<file path="src/rtl/irq_stat_pkg.sv">
package irq_stat_pkg;
  typedef struct packed {
    logic setEn;   // combined raise value is non-zero
    logic clrEn;   // acknowledge write this cycle
    logic msgReq;  // a message must follow this raise
  } irqStrobeT;
endpackage

</file>
<file path="src/rtl/irq_stat_ctrl.sv">
module irq_stat_ctrl
  import irq_stat_pkg::*;
#(
  parameter int unsigned DATA_W    = 32,
  parameter int unsigned ADDR_W    = 8,
  parameter int unsigned NUM_SRC   = 2,
  parameter logic [ADDR_W-1:0] RAISE_OFF = 8'h60,
  parameter logic [ADDR_W-1:0] ACK_OFF   = 8'h64
) (
  input  logic                      msiMode,
  input  logic                      wrEn,
  input  logic [ADDR_W-1:0]         wrAddr,
  input  logic [DATA_W-1:0]         wrData,
  input  logic [NUM_SRC-1:0]        srcPulse,
  input  logic [NUM_SRC*DATA_W-1:0] srcBits,
  output irqStrobeT                 strb,
  output logic [DATA_W-1:0]         setVal,
  output logic [DATA_W-1:0]         clrVal
);
  logic swRaise, swAck;
  logic [DATA_W-1:0] srcAcc [NUM_SRC+1];

  assign swRaise = wrEn && (wrAddr == RAISE_OFF);
  assign swAck   = wrEn && (wrAddr == ACK_OFF);

  // Fold internal raise sources into one pattern.
  assign srcAcc[0] = swRaise ? wrData : '0;
  for (genvar i = 0; i < NUM_SRC; i++) begin : g_src
    assign srcAcc[i+1] = srcAcc[i] |
      (srcPulse[i] ? srcBits[i*DATA_W +: DATA_W] : '0);
  end

  assign setVal      = srcAcc[NUM_SRC];
  assign clrVal      = swAck ? wrData : '0;
  assign strb.setEn  = |setVal;
  assign strb.clrEn  = swAck;
  assign strb.msgReq = msiMode && strb.setEn;
endmodule

</file>
<file path="src/rtl/irq_stat_dp.sv">
module irq_stat_dp
  import irq_stat_pkg::*;
#(
  parameter int unsigned DATA_W = 32,
  parameter int unsigned ADDR_W = 8,
  parameter logic [ADDR_W-1:0] STATUS_OFF = 8'h24
) (
  input  logic              clk,
  input  logic              rstN,
  input  irqStrobeT         strb,
  input  logic [DATA_W-1:0] setVal,
  input  logic [DATA_W-1:0] clrVal,
  input  logic [ADDR_W-1:0] rdAddr,
  output logic [DATA_W-1:0] rdData,
  output logic [DATA_W-1:0] statusQ
);
  always_ff @(posedge clk) begin
    if (!rstN)
      statusQ <= '0;
    else if (strb.setEn || strb.clrEn)
      statusQ <= (statusQ & ~clrVal) | setVal;
  end

  assign rdData = (rdAddr == STATUS_OFF) ? statusQ : '0;

  AST_RAISE_SETS: assert property (@(posedge clk) disable iff (!rstN)
    strb.setEn |=> ((statusQ & $past(setVal)) == $past(setVal)));
  AST_ACK_CLEARS: assert property (@(posedge clk) disable iff (!rstN)
    strb.clrEn |=> ((statusQ & $past(clrVal) & ~$past(setVal)) == '0));
  AST_HOLD_IDLE: assert property (@(posedge clk) disable iff (!rstN)
    (!strb.setEn && !strb.clrEn) |=> $stable(statusQ));
  AST_MSG_NEEDS_SET: assert property (@(posedge clk) disable iff (!rstN)
    strb.msgReq |-> strb.setEn);
endmodule

</file>
<file path="src/rtl/irq_stat_out.sv">
module irq_stat_out
  import irq_stat_pkg::*;
#(
  parameter int unsigned DATA_W = 32
) (
  input  logic              clk,
  input  logic              rstN,
  input  logic              msiMode,
  input  irqStrobeT         strb,
  input  logic [DATA_W-1:0] statusQ,
  output logic              legacyIrq,
  output logic              msgPulse
);
  logic unusedStrb;
  assign unusedStrb = strb.setEn ^ strb.clrEn;

  always_ff @(posedge clk) begin
    if (!rstN) msgPulse <= 1'b0;
    else       msgPulse <= strb.msgReq;
  end

  assign legacyIrq = !msiMode && (|statusQ);

  AST_MSG_ONE_SHOT: assert property (@(posedge clk) disable iff (!rstN)
    (msgPulse && !strb.msgReq) |=> !msgPulse);
endmodule

</file>
<file path="src/rtl/irq_stat_top.sv">
module irq_stat_top
  import irq_stat_pkg::*;
#(
  parameter int unsigned DATA_W  = 32,
  parameter int unsigned ADDR_W  = 8,
  parameter int unsigned NUM_SRC = 2,
  parameter logic [ADDR_W-1:0] STATUS_OFF = 8'h24,
  parameter logic [ADDR_W-1:0] RAISE_OFF  = 8'h60,
  parameter logic [ADDR_W-1:0] ACK_OFF    = 8'h64
) (
  input  logic                      clk,
  input  logic                      rstN,
  input  logic                      msiMode,
  input  logic                      wrEn,
  input  logic [ADDR_W-1:0]         wrAddr,
  input  logic [DATA_W-1:0]         wrData,
  input  logic [ADDR_W-1:0]         rdAddr,
  output logic [DATA_W-1:0]         rdData,
  input  logic [NUM_SRC-1:0]        srcPulse,
  input  logic [NUM_SRC*DATA_W-1:0] srcBits,
  output logic                      legacyIrq,
  output logic                      msgPulse
);
  irqStrobeT strb;
  logic [DATA_W-1:0] setVal, clrVal, statusQ;

  irq_stat_ctrl #(.DATA_W(DATA_W), .ADDR_W(ADDR_W), .NUM_SRC(NUM_SRC),
                  .RAISE_OFF(RAISE_OFF), .ACK_OFF(ACK_OFF)) ctrl_i (
    .msiMode(msiMode), .wrEn(wrEn), .wrAddr(wrAddr), .wrData(wrData),
    .srcPulse(srcPulse), .srcBits(srcBits),
    .strb(strb), .setVal(setVal), .clrVal(clrVal));

  irq_stat_dp #(.DATA_W(DATA_W), .ADDR_W(ADDR_W), .STATUS_OFF(STATUS_OFF)) dp_i (
    .clk(clk), .rstN(rstN), .strb(strb), .setVal(setVal), .clrVal(clrVal),
    .rdAddr(rdAddr), .rdData(rdData), .statusQ(statusQ));

  irq_stat_out #(.DATA_W(DATA_W)) out_i (
    .clk(clk), .rstN(rstN), .msiMode(msiMode), .strb(strb),
    .statusQ(statusQ), .legacyIrq(legacyIrq), .msgPulse(msgPulse));

  AST_LEVEL_HAS_CAUSE: assert property (@(posedge clk) disable iff (!rstN)
    legacyIrq |-> (statusQ != '0));
  AST_MSG_FOLLOWS_RAISE: assert property (@(posedge clk) disable iff (!rstN)
    msgPulse |-> $past(strb.setEn));
endmodule

</file>
<file path="config.mk">
export PLATFORM = sky130hd
export DESIGN_NAME = irq_stat_top
export DESIGN_NICKNAME = d
export VERILOG_FILES = /design/src/rtl/irq_stat_pkg.sv /design/src/rtl/irq_stat_ctrl.sv /design/src/rtl/irq_stat_dp.sv /design/src/rtl/irq_stat_out.sv /design/src/rtl/irq_stat_top.sv
export SDC_FILE = /design/constraint.sdc
export NUM_CORES = 1
export LEC_CHECK = 0
export ABC_AREA = 1
export ABC_CLOCK_PERIOD_IN_PS = 2200
export BUFFER_PORTS_ARGS = -buffer_cell sky130_fd_sc_hd__buf_2
export CAP_MARGIN = 20
export CORE_MARGIN = 10
export CORE_UTILIZATION = 47
export DETAILED_ROUTE_END_ITERATION = 16
export GPL_TIMING_DRIVEN = 0
export PLACE_DENSITY = 0.86
export SYNTH_ARGS = -nofsm -noshare
export SYNTH_HDL_FRONTEND = slang
export SYNTH_SLANG_ARGS = --single-unit
</file>
<file path="constraint.sdc">
create_clock -name clk -period 2.2 [get_ports clk]
set_clock_uncertainty 0.1 [all_clocks]
set_input_delay 0.11 -clock clk [delete_from_list [all_inputs] [get_ports clk]]
set_output_delay 0.11 -clock clk [all_outputs]
set_load 0.005 [all_outputs]
</file>
======== Word-level counts from Yosys, hierarchy flattened ========
Cells that the tools add are included.
cells by class
  divide/modulo/power cells ............... 0
  add/sub/neg operators ................... 0
  shift-type cells ........................ 0
  reductions and logical operators ........ 8
  bitwise gates (word level) .............. 5
  muxes and demuxes ....................... 5
  $mul .................................... 0
  magnitude comparators ................... 0
  eq/ne operators ......................... 3
operators with widths
  cell                number
  $mux 32             5
  $or 32x32->32       3
  $reduce_or 32->1    2
  $and 32x32->32      1
  $not 32->32         1
  $eq 8x7->1 const B  2
  $eq 8x6->1 const B  1
  $logic_and 1x1->1   4
  $logic_not 1->1     1
  $logic_or 1x1->1    1
storage, ports and cells
  memory bits (writable) .................. 0
  ROM bits ................................ 0
  bits of input ports ..................... 118
  latch bits .............................. 0
  register bits after elaboration ......... 33
  word-level logic and storage cells ...... 23
  memories ................................ 0
  output and inout port bits .............. 34

======== Longest topological paths before layout ========
  depth in word-level cells ............... 7
  gate-level depth with buffers ........... 13

======== Modules after synthesis ========
A second synthesis with hierarchy kept.
second synthesis, totals
  cell total of the unflattened synthesis .. 638
  area total of the unflattened synthesis .. 3573.4 um^2
modules (own cells, without submodules)
  module         cells each  sequential area each (um^2)  instances  area each (um^2)
  irq_stat_dp    345         640.6                        1          2029.4
  irq_stat_ctrl  258         0.0                          1          1396.3
  irq_stat_out   35          20.0                         1          147.6

======== Worst setup path after synthesis ========
Ideal clock, no wire load.
  kind .................................... input to register
  from .................................... in wrEn
  to ...................................... reg out_i.msgPulse
  arrival time ............................ 1020 ps
  stages .................................. 12
  setup slack ............................. 969 ps
  required time ........................... 1989 ps
  cells stage by stage .................... buf_2 -> inv_2 -> nor2_4 -> buf_4 -> nand3_1 -> nand2_1 -> nor2_1 -> nand2_1 -> nor2_1 -> nand2_1 -> nor2_1 -> nor2_1
on the way
  word-level cells in the longest chain between the ends .. 6
ends and longest elaborated chain
  what                        RTL line             source
  start: declaration          irq_stat_top.sv:14   input logic wrEn,
  $logic_and 1x1->1           irq_stat_ctrl.sv:23  assign swRaise = wrEn && (wrAddr == RAISE_OFF);
  $mux 32                     irq_stat_ctrl.sv:27  assign srcAcc[0] = swRaise ? wrData : '0;
  $or 32x32->32 (2 in a row)  irq_stat_ctrl.sv:29  assign srcAcc[i+1] = srcAcc[i] |
  $reduce_or 32->1            irq_stat_ctrl.sv:35  assign strb.setEn = |setVal;
  $logic_and 1x1->1           irq_stat_ctrl.sv:37  assign strb.msgReq = msiMode && strb.setEn;
  end signal: assignment      irq_stat_out.sv:19   else msgPulse <= strb.msgReq;
  end: declaration            irq_stat_out.sv:12   output logic msgPulse
No other way between the ends.
A chain may end at the register's enable or synchronous reset.

======== Worst setup path after layout ========
  from .................................... reg dp_i.statusQ[15]
  to ...................................... out legacyIrq
on the way
  word-level cells in the longest chain between the ends .. 2
ends and longest elaborated chain
  what                      RTL line            source
  start: declaration        irq_stat_dp.sv:15   output logic [DATA_W-1:0] statusQ
  start signal: assignment  irq_stat_dp.sv:21   statusQ <= (statusQ & ~clrVal) | setVal;
  $reduce_or 32->1          irq_stat_out.sv:22  assign legacyIrq = !msiMode && (|statusQ);
  $logic_and 1x1->1         irq_stat_out.sv:22
  end: declaration          irq_stat_top.sv:21  output logic legacyIrq,
No other way between the ends.

==> results by stage <==
Final layout:
- The finished layout holds 639 standard cells, fillers aside.
- The sequential cells in the finished layout cover a total of 661 um2.
- The relative area change from synthesis to final layout is 37.4%.
- The number of antenna repair diodes is 0.
- At the end of the flow, the number of nets in the layout was 686.
- The layout cell share with drive strength beyond 1 is 0.311.
- The area occupied by multi-input gates is 1430 um2.
- After filler insertion, the fill cell instance count of the layout stands at 518.

Critical path:
- For this design, the slowest cell found on the critical path is sky130_fd_sc_hd__nor4_1.
- The worst endpoint required time is 1990 ps.
- In this run the register-to-register setup slack is 1450 ps.
- The type of destination of the critical path is an output port.
- In this run the worst path has a maximum fanout of 2.
- The startpoint class of the critical path is a flip-flop.
- The kind of critical path is flip-flop to output port.
- Data on the critical path arrives at its endpoint at 1550 ps.
- The startpoint of the worst register-to-register path is dp_i.statusQ[12].
- The cell depth of the worst flop-to-flop path is 2.
- In this design, the stage delay of the slowest critical-path cell is 440 ps.
- The critical path goes through inv_1, nand4_1, nor4_1, a21oi_1, buf_2.
- The capture instance of the worst register-to-register path is dp_i.statusQ[12].

Clock network:
- The tree built by TritonCTS fans out to 33 sinks.
- The CTS tree is built.
- The TritonCTS buffer count is 5.
- After clock tree synthesis, the clock-pin slew on the worst setup and hold paths is 70 ps.
- The clock latency reported for the late side of the worst-skew pair is 290 ps.
- The maximum buffer depth of the clock tree is 2.
- The count of H-tree levels built during CTS is 2.
- The root buffer cell chosen for the clock tree is sky130_fd_sc_hd__clkbuf_8.

Floorplanning:
- The area enclosed by the die boundary is 8630 um2.
- The total area inside the core boundary comes to 5140 um2.
- The initial utilization of the core area, before any placement, comes to 0.486.
- The die is 92.9 um wide.
- The placement row count is 26.
- The number of primary I/O pins is 152.
- The die is 92.9 um tall.

Placement:
- The global placement routability congestion is 0.932.
- After detailed placement, the design holds a cell count of 629.
- The count of buffers added on input and output ports is 149.
- The half-perimeter wire length of the detailed placement result is 8510 um.

Power:
- Dividing total power by cell area gives a power density of 454 nW/um2.
- VDD sags by at most 0.287 mV.
- Power comes to 1560 uW.
- The leakage power summed over all cells is 0.00186 uW.

Synth:
- The Yosys warning count is 0.
- The number of standard cells after synthesis is 410.
- The synthesized area is 2500 um2.
- In this run the mean area of a mapped cell was 6.09 um2.
- After synthesis the netlist holds a flip-flop and latch count of 33.
- Counting every net in the synthesized netlist gives 528.
- The number of distinct library cells after synthesis is 20.
- The sequential area share after synthesis is 0.265.

Hold path:
- The endpoint of the worst hold-timing path is dp_i.statusQ[27].
- Counting instances, the worst hold path has a depth of 4.
- The path class of the tightest hold or removal check is primary input to flip-flop.
- The worst hold path begins at wrData[27].

Drt:
- The routed wire length is 10700 um.
- The first detailed-routing pass ran for 5 iterations.
- The detailed-route via count is 3473.
- In the final routed layout, each cell accounts on average for 16.7 um.
- In the routed design, unresolved DRC markers number 0.
- The violation count after the first detailed-route iteration is 258.
- The detail route stage leaves a number of antenna-violating nets equal to 0.
- The vias per cell is 5.44.

STA:
- Setup repair after global routing left no endpoint under its margin.
- The number of hold violations in the final report came to 0.
- Setup violations remaining at the end of the flow were counted as 0.
- Of the available clock period, the critical path in the final layout requires 0.801.
- The max-slew violation count is 0.
- The peak clock frequency supported by timing is 0.567 GHz.
- The summed negative setup slack over all endpoints is 0 ps.
- At the pin with the least slew margin, the transition time is 628 ps.
- Headroom to the max-slew limit came out at 0.581.
- Subtracting the final worst setup slack from the clock period gives 1760 ps.
- The worst hold margin is 58.7 ps.

Run:
- The number of max-capacitance violations reported is 0.

Global route:
- Entering global routing, the biggest net connects 11 pins.
- The first-pass GRT wire length is 16900 um.
- Global routing finished with a remaining overflow of 0.
- The number of global-route vias before repair is 3504.
- The overall routing resource usage is 0.241.
- The initial antenna violation count is 0.

Run status:
- The flow ran to the end, and the final reports show no timing, DRC or antenna violations.
worst max-delay path, delay by kind of cell, from the launching register on:
family,cells,cell delay (ps)
AOI/OAI and AO/OA,1,130
buffers and inverters,2,220
DFF,1,320
and+or+nand+nor,2,600
synth_stat cells:
library cell,n,area share
sky130_fd_sc_hd__nand2_2,2,0.0050
sky130_fd_sc_hd__inv_1,61,0.092
sky130_fd_sc_hd__nand4_1,40,0.10
sky130_fd_sc_hd__nor2_2,1,0.0025
sky130_fd_sc_hd__buf_1,1,0.0015
sky130_fd_sc_hd__nor4_1,4,0.010
sky130_fd_sc_hd__a21oi_1,33,0.066
sky130_fd_sc_hd__buf_6,3,0.014
sky130_fd_sc_hd__dfxtp_1,33,0.26
sky130_fd_sc_hd__clkbuf_1,11,0.017
sky130_fd_sc_hd__nand3_1,35,0.070
sky130_fd_sc_hd__nand2_1,48,0.072
sky130_fd_sc_hd__nor2_8,1,0.0080
sky130_fd_sc_hd__nor2_4,1,0.0045
sky130_fd_sc_hd__a22o_1,29,0.10
sky130_fd_sc_hd__buf_2,10,0.020
sky130_fd_sc_hd__inv_2,1,0.0015
sky130_fd_sc_hd__clkinv_1,5,0.0075
sky130_fd_sc_hd__buf_4,4,0.012
sky130_fd_sc_hd__nor2_1,87,0.13
state kept, by name (all words and copies together) (netlist names):
name and flops:
dp_i.statusQ 32, out_i.msgPulse 1
metal layers:
metal | track usage | routed length (um) | up-vias
li1 | - | - | 1674
met4 | 0.100 | 317 | 0
met1 | 0.272 | 4010 | 1557
met5 | 0 | 0 | -
met2 | 0.412 | 5120 | 217
met3 | 0.0702 | 1200 | 25
cell usage in the layout (no fill, tap or decap), types with 5 or more instances in the layout:
master / count
sky130_fd_sc_hd__nand4_1: 40
sky130_fd_sc_hd__a22o_1: 29
sky130_fd_sc_hd__nor2_1: 87
sky130_fd_sc_hd__clkbuf_1: 14
sky130_fd_sc_hd__clkbuf_8: 5
sky130_fd_sc_hd__clkinv_1: 5
sky130_fd_sc_hd__dfxtp_1: 33
sky130_fd_sc_hd__nand2_1: 48
sky130_fd_sc_hd__buf_2: 159
sky130_fd_sc_hd__inv_1: 61
sky130_fd_sc_hd__a21oi_1: 33
sky130_fd_sc_hd__nand3_1: 35
cell families (layout without fill, tap and decap cells):
logic type	Yosys count	in the layout	synth area share
AOI/OAI and AO/OA	62	62	0.168
and+or+nand+nor	219	219	0.403
DFF	33	33	0.265
buffers and inverters	96	255	0.164
area by class of cell:
type | count | area share
plain buffers | 29 | 0.0463
flip-flops and latches | 33 | 0.193
inverters | 67 | 0.0733
multi-input cells | 281 | 0.416
well taps | 70 | 0.0255
repair buffers | 151 | 0.223
clock buffers | 8 | 0.0233
worst max-delay path by stage:
stage                                 from             end  slack (ps)
after CTS                 dp_i.statusQ[15]       legacyIrq         430
after global placement           wrAddr[6]  out_i.msgPulse         650
after global routing      dp_i.statusQ[15]       legacyIrq         350
after detailed placement       srcPulse[0]  out_i.msgPulse         610
after floorplan                       wrEn  out_i.msgPulse         970
final                     dp_i.statusQ[15]       legacyIrq         440
metrics by stage:
step           cell area (um2)  setup WS [ps]  utilization
2_1_floorplan             2500            969            -
3_3_place_gp              3330            645        0.648
3_5_place_dp              3330            613        0.648
4_1_cts                   3430            432        0.667
5_1_grt                   3430            351        0.667
6_report                  3430            438        0.667
power by group:
part / total [uW] / internal [uW] / switching [uW]
combinational: 431 / 187 / 244
clock: 453 / 225 / 228
sequential: 675 / 648 / 26.6
repair_timing:
| item | 4_1_cts | 5_1_grt |
|---|---|---|
| gates resized for setup | 0 | 0 |
| hold buffers | 2 | 0 |
| hold endpoints to repair | 1 | 0 |
| buffers inserted | 0 | 0 |
Note: power is estimated with default switching activity, not from simulation.
